`src/rtl/spi_req_pkg.sv`:
```
package spi_req_pkg;

  // strobes from control to datapath, one cycle each
  typedef struct packed {
    logic loadTx;     // copy holding register into shifter
    logic shiftTx;    // advance outgoing bit
    logic sampleBit;  // shift one incoming bit in
    logic capture;    // publish received word
  } dpCtrl_t;

endpackage

```
`src/rtl/spi_req_sync.sv`:
```
module spi_req_sync #(
  parameter int WIDTH = 4,
  parameter int STAGES = 2,
  parameter logic [WIDTH-1:0] RESET_VAL = '0
) (
  input  logic             clk,
  input  logic             rstN,
  input  logic [WIDTH-1:0] asyncIn,
  output logic [WIDTH-1:0] syncOut
);

  logic [STAGES-1:0][WIDTH-1:0] stage;

  always_ff @(posedge clk or negedge rstN) begin
    if (!rstN) begin
      for (int s = 0; s < STAGES; s++) stage[s] <= RESET_VAL;
    end else begin
      stage[0] <= asyncIn;
      for (int s = 1; s < STAGES; s++) stage[s] <= stage[s-1];
    end
  end

  assign syncOut = stage[STAGES-1];

endmodule

```
`src/rtl/spi_req_dp.sv`:
```
module spi_req_dp
  import spi_req_pkg::*;
#(
  parameter int WORD_W = 24
) (
  input  logic              clk,
  input  logic              rstN,
  input  dpCtrl_t           ctl,
  input  logic              txLoad,
  input  logic [WORD_W-1:0] txData,
  input  logic              isMaster,
  input  logic              misoIn,
  input  logic              mosiSync,
  output logic [WORD_W-1:0] rxData,
  output logic              serOut
);

  logic [WORD_W-1:0] txHold;
  logic [WORD_W-1:0] txShift;
  logic [WORD_W-1:0] rxShift;
  logic [WORD_W-1:0] rxNext;
  logic              inBit;

  // controller samples the returning line, target samples the synchronized input
  assign inBit  = isMaster ? misoIn : mosiSync;
  assign rxNext = ctl.sampleBit ? {rxShift[WORD_W-2:0], inBit} : rxShift;
  assign serOut = txShift[WORD_W-1];

  always_ff @(posedge clk or negedge rstN) begin
    if (!rstN) begin
      txHold  <= '0;
      txShift <= '0;
      rxShift <= '0;
      rxData  <= '0;
    end else begin
      if (txLoad) txHold <= txData;
      if (ctl.loadTx) txShift <= txHold;
      else if (ctl.shiftTx) txShift <= {txShift[WORD_W-2:0], 1'b0};
      rxShift <= rxNext;
      if (ctl.capture) rxData <= rxNext;
    end
  end

endmodule

```
`src/rtl/spi_req_ctrl.sv`:
```
module spi_req_ctrl
  import spi_req_pkg::*;
#(
  parameter int WORD_W = 24,
  parameter int DIV_W = 8
) (
  input  logic             clk,
  input  logic             rstN,
  input  logic             cfgEnable,
  input  logic             cfgMaster,
  input  logic [DIV_W-1:0] clkDiv,
  input  logic             txLoad,
  input  logic             rxRead,
  input  logic             sckSync,
  input  logic             ssNSync,
  input  logic             hreqSync,
  output dpCtrl_t          ctl,
  output logic             sckGen,
  output logic             hreqAsserted,
  output logic             rxFull,
  output logic             rxOverrun,
  output logic             busError,
  output logic             isMaster,
  output logic             isSlave
);

  localparam int CNT_W = $clog2(WORD_W + 1);
  localparam logic [CNT_W-1:0] LAST_IDX = CNT_W'(WORD_W - 1);
  localparam logic [CNT_W-1:0] FULL_CNT = CNT_W'(WORD_W);

  logic             sckPrev;
  logic             busy;
  logic             armed;
  logic             txValid;
  logic [CNT_W-1:0] bitCnt;
  logic [DIV_W-1:0] divCnt;

  logic slaveSel, sRise, sFall, sDone;
  logic slaveReady, mStart, tick, mRise, mFall, mDone;
  logic wordDone, accept;

  always_comb begin
    isMaster   = cfgEnable & cfgMaster;
    isSlave    = cfgEnable & ~cfgMaster;
    slaveSel   = isSlave & ~ssNSync;
    sRise      = slaveSel & sckSync & ~sckPrev;
    sFall      = slaveSel & ~sckSync & sckPrev;
    sDone      = sRise & (bitCnt == LAST_IDX);
    slaveReady = isSlave & ~hreqAsserted & (bitCnt == '0) & txValid & ~rxFull & ~sRise;
    mStart     = isMaster & ~busy & txValid & armed & ~hreqSync;
    tick       = isMaster & busy & (divCnt == clkDiv);
    mRise      = tick & ~sckGen;
    mFall      = tick & sckGen;
    mDone      = mFall & (bitCnt == FULL_CNT);
    wordDone   = mDone | sDone;
    accept     = wordDone & ~(rxFull & ~rxRead);
    ctl.loadTx    = slaveReady | mStart;
    ctl.shiftTx   = (sFall & (bitCnt != '0)) | (mFall & (bitCnt != FULL_CNT));
    ctl.sampleBit = sRise | mRise;
    ctl.capture   = accept;
  end

  // receive and transmit bookkeeping, independent of mode
  always_ff @(posedge clk or negedge rstN) begin
    if (!rstN) begin
      sckPrev   <= 1'b0;
      txValid   <= 1'b0;
      rxFull    <= 1'b0;
      rxOverrun <= 1'b0;
    end else begin
      sckPrev <= sckSync;
      txValid <= (txValid & ~ctl.loadTx) | txLoad;
      if (accept) rxFull <= 1'b1;
      else if (rxRead) rxFull <= 1'b0;
      if (wordDone & rxFull & ~rxRead) rxOverrun <= 1'b1;
      else if (rxRead) rxOverrun <= 1'b0;
    end
  end

  // word sequencing
  always_ff @(posedge clk or negedge rstN) begin
    if (!rstN) begin
      busy         <= 1'b0;
      armed        <= 1'b0;
      bitCnt       <= '0;
      divCnt       <= '0;
      sckGen       <= 1'b0;
      hreqAsserted <= 1'b0;
      busError     <= 1'b0;
    end else if (!cfgEnable) begin
      busy         <= 1'b0;
      armed        <= 1'b0;
      bitCnt       <= '0;
      divCnt       <= '0;
      sckGen       <= 1'b0;
      hreqAsserted <= 1'b0;
      busError     <= 1'b0;
    end else if (isSlave) begin
      busy   <= 1'b0;
      sckGen <= 1'b0;
      divCnt <= '0;
      if (ssNSync) bitCnt <= '0;
      else if (sRise) bitCnt <= sDone ? '0 : bitCnt + CNT_W'(1);
      if (sRise) hreqAsserted <= 1'b0;
      else if (slaveReady) hreqAsserted <= 1'b1;
    end else begin
      hreqAsserted <= 1'b0;
      if (!ssNSync) busError <= 1'b1;
      if (hreqSync) armed <= 1'b1;
      if (mStart) begin
        busy   <= 1'b1;
        armed  <= 1'b0;
        divCnt <= '0;
        sckGen <= 1'b0;
        bitCnt <= '0;
      end else if (busy) begin
        if (tick) begin
          divCnt <= '0;
          sckGen <= ~sckGen;
          if (mRise) bitCnt <= bitCnt + CNT_W'(1);
          if (mDone) begin
            busy   <= 1'b0;
            bitCnt <= '0;
          end
        end else begin
          divCnt <= divCnt + DIV_W'(1);
        end
      end
    end
  end

  AST_SCK_IDLE_LOW: assert property (@(posedge clk) disable iff (!rstN)
    (isMaster && !busy) |-> !sckGen);

  AST_START_NEEDS_REQ: assert property (@(posedge clk) disable iff (!rstN)
    $rose(busy) |-> $past(!hreqSync && armed));

  AST_REQ_NEEDS_ROOM: assert property (@(posedge clk) disable iff (!rstN)
    $rose(hreqAsserted) |-> $past(txValid && !rxFull));

  AST_DESELECT_IGNORES: assert property (@(posedge clk) disable iff (!rstN)
    (isSlave && ssNSync && !rxRead) |=> !$rose(rxFull));

  AST_BUS_ERROR_SET: assert property (@(posedge clk) disable iff (!rstN)
    (isMaster && !ssNSync) |=> busError);

endmodule

```
`src/rtl/spi_req_port.sv`:
```
module spi_req_port
  import spi_req_pkg::*;
#(
  parameter int WORD_W = 24,
  parameter int DIV_W = 8,
  parameter int SYNC_STAGES = 2
) (
  input  logic              clk,
  input  logic              rstN,
  input  logic              cfgEnable,
  input  logic              cfgMaster,
  input  logic [DIV_W-1:0]  clkDiv,
  input  logic [WORD_W-1:0] txData,
  input  logic              txLoad,
  output logic [WORD_W-1:0] rxData,
  input  logic              rxRead,
  output logic              rxFull,
  output logic              rxOverrun,
  output logic              busError,
  input  logic              sckIn,
  output logic              sckOut,
  output logic              sckOe,
  input  logic              mosiIn,
  output logic              mosiOut,
  output logic              mosiOe,
  input  logic              misoIn,
  output logic              misoOut,
  output logic              misoOe,
  input  logic              ssN,
  input  logic              hreqIn,
  output logic              hreqOut,
  output logic              hreqOe
);

  dpCtrl_t ctl;
  logic    sckSync, ssNSync, mosiSync, hreqSync;
  logic    sckGen, hreqAsserted, isMaster, isSlave, serOut;

  // idle levels: clock low, select high, data low, request high
  spi_req_sync #(
    .WIDTH(4), .STAGES(SYNC_STAGES), .RESET_VAL(4'b0101)
  ) u_sync (
    .clk(clk), .rstN(rstN),
    .asyncIn({sckIn, ssN, mosiIn, hreqIn}),
    .syncOut({sckSync, ssNSync, mosiSync, hreqSync})
  );

  spi_req_ctrl #(.WORD_W(WORD_W), .DIV_W(DIV_W)) u_ctrl (
    .clk(clk), .rstN(rstN), .cfgEnable(cfgEnable), .cfgMaster(cfgMaster),
    .clkDiv(clkDiv), .txLoad(txLoad), .rxRead(rxRead),
    .sckSync(sckSync), .ssNSync(ssNSync), .hreqSync(hreqSync),
    .ctl(ctl), .sckGen(sckGen), .hreqAsserted(hreqAsserted),
    .rxFull(rxFull), .rxOverrun(rxOverrun), .busError(busError),
    .isMaster(isMaster), .isSlave(isSlave)
  );

  spi_req_dp #(.WORD_W(WORD_W)) u_dp (
    .clk(clk), .rstN(rstN), .ctl(ctl), .txLoad(txLoad), .txData(txData),
    .isMaster(isMaster), .misoIn(misoIn), .mosiSync(mosiSync),
    .rxData(rxData), .serOut(serOut)
  );

  assign sckOut  = sckGen;
  assign sckOe   = isMaster;
  assign mosiOut = serOut;
  assign mosiOe  = isMaster;
  assign misoOut = serOut;
  assign misoOe  = isSlave & ~ssNSync;
  assign hreqOut = ~hreqAsserted;
  assign hreqOe  = isSlave;

  AST_RX_HELD: assert property (@(posedge clk) disable iff (!rstN)
    (rxFull && !rxRead) |=> $stable(rxData));

endmodule

```
`config.mk`:
```
export PLATFORM = sky130hd
export DESIGN_NAME = spi_req_port
export DESIGN_NICKNAME = d
export VERILOG_FILES = /design/src/rtl/spi_req_pkg.sv /design/src/rtl/spi_req_sync.sv /design/src/rtl/spi_req_dp.sv /design/src/rtl/spi_req_ctrl.sv /design/src/rtl/spi_req_port.sv
export SDC_FILE = /design/constraint.sdc
export NUM_CORES = 1
export LEC_CHECK = 0
export CORE_ASPECT_RATIO = 0.8
export CORE_MARGIN = 2
export CORE_UTILIZATION = 54
export DETAILED_ROUTE_END_ITERATION = 7
export PLACE_DENSITY = 0.88
export SETUP_SLACK_MARGIN = 0.3
export SLEW_MARGIN = 20
export SYNTH_ARGS = -nofsm -noshare
export SYNTH_HDL_FRONTEND = slang
export SYNTH_SLANG_ARGS = --single-unit
```
`constraint.sdc`:
```
create_clock -name clk -period 2.7 [get_ports clk]
set_clock_uncertainty 0.05 [all_clocks]
set_input_delay 0.27 -clock clk [delete_from_list [all_inputs] [get_ports clk]]
set_output_delay 0.27 -clock clk [all_outputs]
set_load 0.1 [all_outputs]
```
==> impl_results.md, run 1 <==
- Outcome: finished, final reports clean
- Congestion Overflow GR: 0
- RSZ-0062 raised after global routing: yes
- Worst EP required: 2930 ps
- Sequential element share of the synthesized area: 57.9%
- Number of clock sinks: 126
- Worst path cell trace: inv_2 > ha_4 > nor2b_4 > nor3b_4 > nand3_2 > o32ai_4 > buf_12 > buf_16 > a221oi_4 > buf_6 > buf_16 > mux2_2
- Die width: 116 µm
- Clk pwr share: 39.0%
- Post-route minimum period: 2410 ps
- CTS Buf Count: 17
- Die ar.: 0.0109 mm²
- Count of final setup violators: 0
- CP startpoint kind: flip-flop
- Cell Rows: 32
- EDFF count, synth: 0
- Share of the synthesized area in the top cell type: 56.0%
- Port Buffers: 77
- Ys flop type: dfrtp_1
- WL/cell: 18.7 µm
- Fin. Hold Viols: 0
- Vias in the first global route: 3673
- Root Buffer: clkbuf_16
- Reg2Reg Setup Slack: 290 ps
- Synth Area per Inst: 14.5 µm²
- Largest family of logic cells by synthesized area: multiplexers
- CTS tree: done
- Synthesized instance count: 377
- Routed wire length: 11900 µm
- Fillers: 623
- WS Path Type: reg2reg
- Net Switching: 1.41 mW
- Tightest Pin Transition: 667 ps
- Total GRT Usage: 22.8%
- Worst-path clk slew: 60 ps
- Worst Hold Class: in2reg
- Register area: 0.00316 mm²
- Cell area after synthesis: 0.00546 mm²
- Crit path max fanout: 12
- Pre-CTS setup slack: 96.3 ps
- Placed cells: 591
- Longest Clk Path Bufs: 2
- Synth Area in Adders: 0.688%
- Initial antenna violation count: 0
- Drt first pass iters: 4
- Most common cell type on the critical path: buf_16
- Crit path max-delay family: buffers and inverters
- CP endpoint kind: flip-flop
- Syn_nets: 423
- Synth unique cells: 49
- IO Count: 78
- Skew-Pair Late Insertion Delay: 400 ps
- Worst path arrival time: 2640 ps
- Via/cell ratio: 5.36
- Core Region: 0.00973 mm²
- P_int: 3.96 mW
- Area of the multi-input gates: 0.00223 mm²
- Post-synthesis xor/xnor area fraction: 2.25%
- Power Dens Cells: 740 mW/mm²
- Non-Filler Instances: 635
- HPWL after DPL: 7060 µm
- Final setup margin: 287 ps
- Layout cell share with drive strength beyond 1: 46.5%
- Max transition margin: 55.5%
- Die height: 93.9 µm
- CTS H-tree depth: 4
- Max Cap Violations: 0
- Mux share of post-synthesis cell area: 26.1%
- CP max stage cell: dfrtp_1
- Synth area leader: dfrtp_1
- Area growth from synthesis to layout: 32.9%
- Yosys warns: 0
- First-pass GRT wire length: 18800 µm
- Antenna cell count: 0
- Min Hold Slack: 224 ps
- Vias: 3402
- Buf+Inv Stages, Crit Path: 5
- Setup_tns: 0 ps
- Synth cell count leaders: 122 x dfrtp_1, 93 x mux2_2, 23 x mux2_4
- Initial Util: 56.1%
- Final Net Count: 532
- Routed Antenna Nets: 0
- Pins Over Slew Limit: 0
- Switching share of power: 26.2%
- Most common cell in the netlist: dfrtp_1
- Combinational share of power: 18.5%
- Max incr delay on CP: 370 ps
- Post-synthesis register bit count: 126
- Global placer's final weighted congestion: 0.791
- Final Cycle Share: 89.4%
- Seq pwr share: 42.5%
- Compound-Gate Fraction of Synth Area: 3.72%
- Post-synthesis async set-or-reset flop share: 100%
- P_leak: 3.41 nW
- Synth Area in Simple Gates: 6.79%
- Detailed Route Iter0 Violations: 223
- # DRC: 0
- Area contributors post-synth: dfrtp_1 56%, mux2_2 19%, mux2_4 6.3%, dfstp_2 1.9%, xnor2_1 1.4%
- IR drop worst, VDD: 587 µV
- Highest clock rate: 414 MHz
- Largest net degree at the start of global routing: 54
-- flip-flops by register name, indices dropped and copies added (netlist names) --
| signal | cells |
|---|---|
| u_dp.rxData | 24 |
| u_dp.rxShift | 24 |
| u_dp.txHold | 24 |
| u_dp.txShift | 24 |
| u_ctrl.divCnt | 8 |
| u_ctrl.bitCnt | 5 |
| u_sync.stage | 4 |
| u_sync.syncOut | 4 |
| u_ctrl.armed | 1 |
| u_ctrl.busError | 1 |
| u_ctrl.busy | 1 |
| u_ctrl.hreqAsserted | 1 |
| u_ctrl.rxFull | 1 |
| u_ctrl.rxOverrun | 1 |
| u_ctrl.sckGen | 1 |
| u_ctrl.sckPrev | 1 |
| u_ctrl.txValid | 1 |
-- layout make-up --
type | instances | share of cell area [%]
inverters | 12 | 0.621
repair buffers | 104 | 15.1
clock inverters | 11 | 1.31
well taps | 136 | 2.35
clock buffers | 21 | 6.21
flip-flops and latches | 126 | 43.6
multi-input cells | 225 | 30.8
-- per-layer routing --
| layer | wire (µm) | share of wire (%) | track usage [%] |
|---|---|---|---|
| met1 | 5260 | 44 | 29.5 |
| met5 | 0 | 0 | 0 |
| met4 | 134 | 1.1 | 7.84 |
| met2 | 5990 | 51 | 38.0 |
| met3 | 472 | 4.0 | 5.23 |
-- cell families after synthesis --
| group | Yosys count |
|---|---|
| flip-flops | 126 |
| buffers and inverters | 26 |
| AND/OR/NAND/NOR | 63 |
| XOR/XNOR | 14 |
| adder cells (fa/ha/maj) | 3 |
| multiplexers | 119 |
| AO/OA/AOI/OAI | 26 |
-- power groups by stage --
stage / Clock (mW) / Sequential (mW) / Combinational (mW)
after detailed placement: 0 / 2.30 / 0.868
after floorplan: 0 / 2.31 / 0.584
after CTS: 2.12 / 2.27 / 0.947
after global placement: 0 / 2.29 / 0.829
final: 2.10 / 2.28 / 0.991
after global routing: 2.22 / 2.31 / 1.06
-- metrics by stage --
| stage | total power [mW] | instance area, µm² | utilization [%] |
|---|---|---|---|
| floorplan | 2.90 | 5480 | - |
| finish | 5.37 | 7250 | 74.5 |
| global route | 5.59 | 7250 | 74.5 |
| detailed placement | 3.17 | 6450 | 66.3 |
| global placement | 3.11 | 6450 | 66.3 |
| CTS | 5.33 | 7170 | 73.6 |
-- placed cells by master, fill, tap and decap left out, types with 4 or more instances in the layout --
cell / Yosys / routed
clkbuf_16: 0 / 19
nand2_1: 16 / 16
buf_12: 0 / 9
o21ai_0: 10 / 9
dfstp_2: 4 / 4
clkdlybuf4s50_1: 0 / 41
clkinv_2: 0 / 5
xnor2_1: 9 / 9
buf_4: 2 / 47
dfrtp_1: 122 / 121
xor2_1: 5 / 5
nand3_1: 9 / 8
mux2_2: 93 / 93
mux2_4: 23 / 24
nor2_1: 10 / 10
inv_1: 12 / 10
-- final timing paths --
| kind | start | depth (start not counted) | endpoint |
|---|---|---|---|
| max | u_ctrl.bitCnt[0] | 12 | u_dp.txShift[8] |
| min | ssN | 1 | u_sync.stage[2] |
| max reg2reg | u_ctrl.bitCnt[0] | 12 | u_dp.txShift[8] |
| min reg2reg | u_sync.stage[1] | 0 | u_sync.syncOut[1] |
| max in group asynchronous | rstN | 3 | u_sync.syncOut[2] |
| min in group asynchronous | rstN | 2 | u_dp.rxData[4] |
-- repair_timing --
item | in CTS | in global routing
gates resized for setup | 8 | 8
buffers inserted | 5 | 1
pin swaps | 1 | 1
gates cloned | 3 | 2
hold buffers | 1 | 0
endpoints found under the hold margin | 51 | 0
endpoints found under the setup margin | 23 | 25
(Power assumes the default switching activity.)
==> inputs of run 2 (changes only) <==
- CORE_UTILIZATION: 54 -> 50
- PLACE_DENSITY: 0.88 -> 0.83
==> run 2 against run 1 <==
Net effect:
- first-iteration DRC count shrank 28%
- worst setup slack better by 35 ps
- count of clock-buffer cells in the layout is 2 lower
- combinational power grew 17%
- final cell count grew 0.63%
- design area up 3.1%
- critical path type unchanged
==> impl_results.md, run 2 (synthesis gave the netlist of run 1 again) <==
- # DRC: 0
- Max Cap Violations: 0
- Post-Route M1 WL: 5010 µm
- WL/cell: 17.6 µm
- IO Count: 78
- HPWL after DPL: 6830 µm
- Die ar.: 0.0118 mm²
- Core Region: 0.0108 mm²
- Most common cell after layout, fill and taps aside: dfrtp_1
- IR drop worst, VDD: 544 µV
- Crit path max fanout: 6
- Switching share of power: 24.4%
- Met2 wire len: 5550 µm
- Fillers: 710
- P_int: 4.53 mW
- Most frequent cells in the layout: 121 x dfrtp_1, 68 x mux2_4, 49 x mux2_2
- Die height: 97.4 µm
- Longest Clk Path Bufs: 2
- Post-route minimum period: 2380 ps
- Worst path arrival time: 2620 ps
- CP startpoint kind: flip-flop
- Setup_tns: 0 ps
- Layout cell share with drive strength beyond 1: 46.5%
- CTS H-tree depth: 4
- CP endpoint kind: flip-flop
- Combinational share of power: 19.4%
- P_leak: 3.60 nW
- Non-Filler Instances: 639
- Total GRT Usage: 19.6%
- Congestion Overflow GR: 0
- Count of final setup violators: 0
- Drt first pass iters: 4
- Skew-Pair Late Insertion Delay: 410 ps
- Net Switching: 1.46 mW
- Number of clock sinks: 126
- Routed wl met3: 552 µm
- CTS tree: done
- Initial Util: 50.7%
- Worst Hold Class: in2reg
- Area growth from synthesis to layout: 37.0%
- Fin. Hold Viols: 0
- Routed Antenna Nets: 0
- Port Buffers: 77
- Via/cell ratio: 5.27
- Post-layout util: 69.4%
- Final Net Count: 528
- Root Buffer: clkbuf_16
- Seq pwr share: 38.4%
- Vias in the first global route: 3577
- Antenna cell count: 0
- Final Cycle Share: 88.1%
- CTS Buf Count: 17
- Outcome: finished, final reports clean
- Clk pwr share: 42.2%
- Largest net degree at the start of global routing: 98
- Tightest Pin Transition: 497 ps
- Routed wire length: 11200 µm
- Worst-path clk slew: 60 ps
- Area of the multi-input gates: 0.00240 mm²
- Cell Rows: 34
- Power Dens Cells: 801 mW/mm²
- WS Path Type: reg2reg
- Vias: 3367
- Register area: 0.00316 mm²
- Detailed Route Iter0 Violations: 161
- Top sig layer: met4
- Initial antenna violation count: 0
- Pins Over Slew Limit: 0
- First-pass GRT wire length: 17800 µm
- Die width: 121 µm
- Highest clock rate: 421 MHz
- Max transition margin: 66.9%
- Placed cells: 596
- Global placer's final weighted congestion: 0.894
- RSZ-0062 raised after global routing: yes
- Worst EP required: 2950 ps
==> run 2: changes by cell type in the layout (fill, tap and decap cells not counted), moves of 2 or more <==
cell | previous run | this run
bufinv_16 | 1 | 5
clkbuf_1 | 3 | 0
clkinv_2 | 5 | 2
inv_1 | 10 | 12
inv_2 | 2 | 0
mux2_2 | 93 | 49
mux2_4 | 24 | 68
==> run 2: layout make-up <==
| cell class | count | share of cell area, % |
|---|---|---|
| tap | 144 | 2.41 |
| clock buffer | 19 | 6.06 |
| timing repair buffer | 100 | 13.7 |
| inverter | 12 | 0.603 |
| multi-input combinational | 225 | 32.1 |
| sequential | 126 | 42.3 |
| clock inverter | 13 | 2.81 |
==> run 2: critical path: stages (launching register included) <==
cell and delay, ps:
dfrtp_1 400, inv_1 80, ha_2 170, nor2b_4 160, nor3b_4 220, nand3_2 130, o32ai_4 140, buf_12 180
clkbuf_16 160, mux2_4 300, mux2_4 270
==> run 2: path summary, 6_finish.rpt <==
path	cells past startpoint	to	startpoint	slack [ps]
hold / removal	1	u_sync.stage[0]	hreqIn	210
setup / recovery	10	u_dp.txShift[3]	u_ctrl.bitCnt[0]	320
min in group asynchronous	2	u_dp.txShift[10]	rstN	280
hold reg to reg	0	u_sync.syncOut[0]	u_sync.stage[0]	300
setup reg to reg	10	u_dp.txShift[3]	u_ctrl.bitCnt[0]	320
max in group asynchronous	3	u_ctrl.rxFull	rstN	1470
==> run 2: routing by layer <==
metal | track usage (%) | vias up
li1 | - | 1562
met1 | 24.9 | 1724
met2 | 31.5 | 64
met3 | 6.69 | 17
met4 | 6.71 | 0
met5 | 0 | -
==> run 2: power groups by stage <==
stage | clock network (mW) | logic (mW) | registers [mW]
after floorplan | 0 | 0.584 | 2.31
after global placement | 0 | 0.828 | 2.28
after detailed placement | 0 | 0.869 | 2.30
after CTS | 2.56 | 0.929 | 2.28
after global routing | 2.66 | 1.24 | 2.32
final | 2.53 | 1.16 | 2.30
==> run 2: per-stage QoR <==
step	worst slack (ps)	area (µm²)	power [mW]	hold slack [ps]
2_1_floorplan	296	5480	2.90	-75.6
3_3_place_gp	176	6440	3.11	167
3_5_place_dp	-7.62	6440	3.17	173
4_1_cts	307	7230	5.77	195
5_1_grt	216	7470	6.22	204
6_report	322	7470	5.99	208
==> run 2: timing repair <==
| item | in CTS | in global routing |
|---|---|---|
| setup endpoints to repair | 23 | 28 |
| setup buffers | 2 | 5 |
| gates resized for setup | 9 | 48 |
| hold buffers | 1 | 0 |
| pin swaps | 2 | 2 |
| gates cloned | 2 | 1 |
| hold endpoints to repair | 29 | 0 |
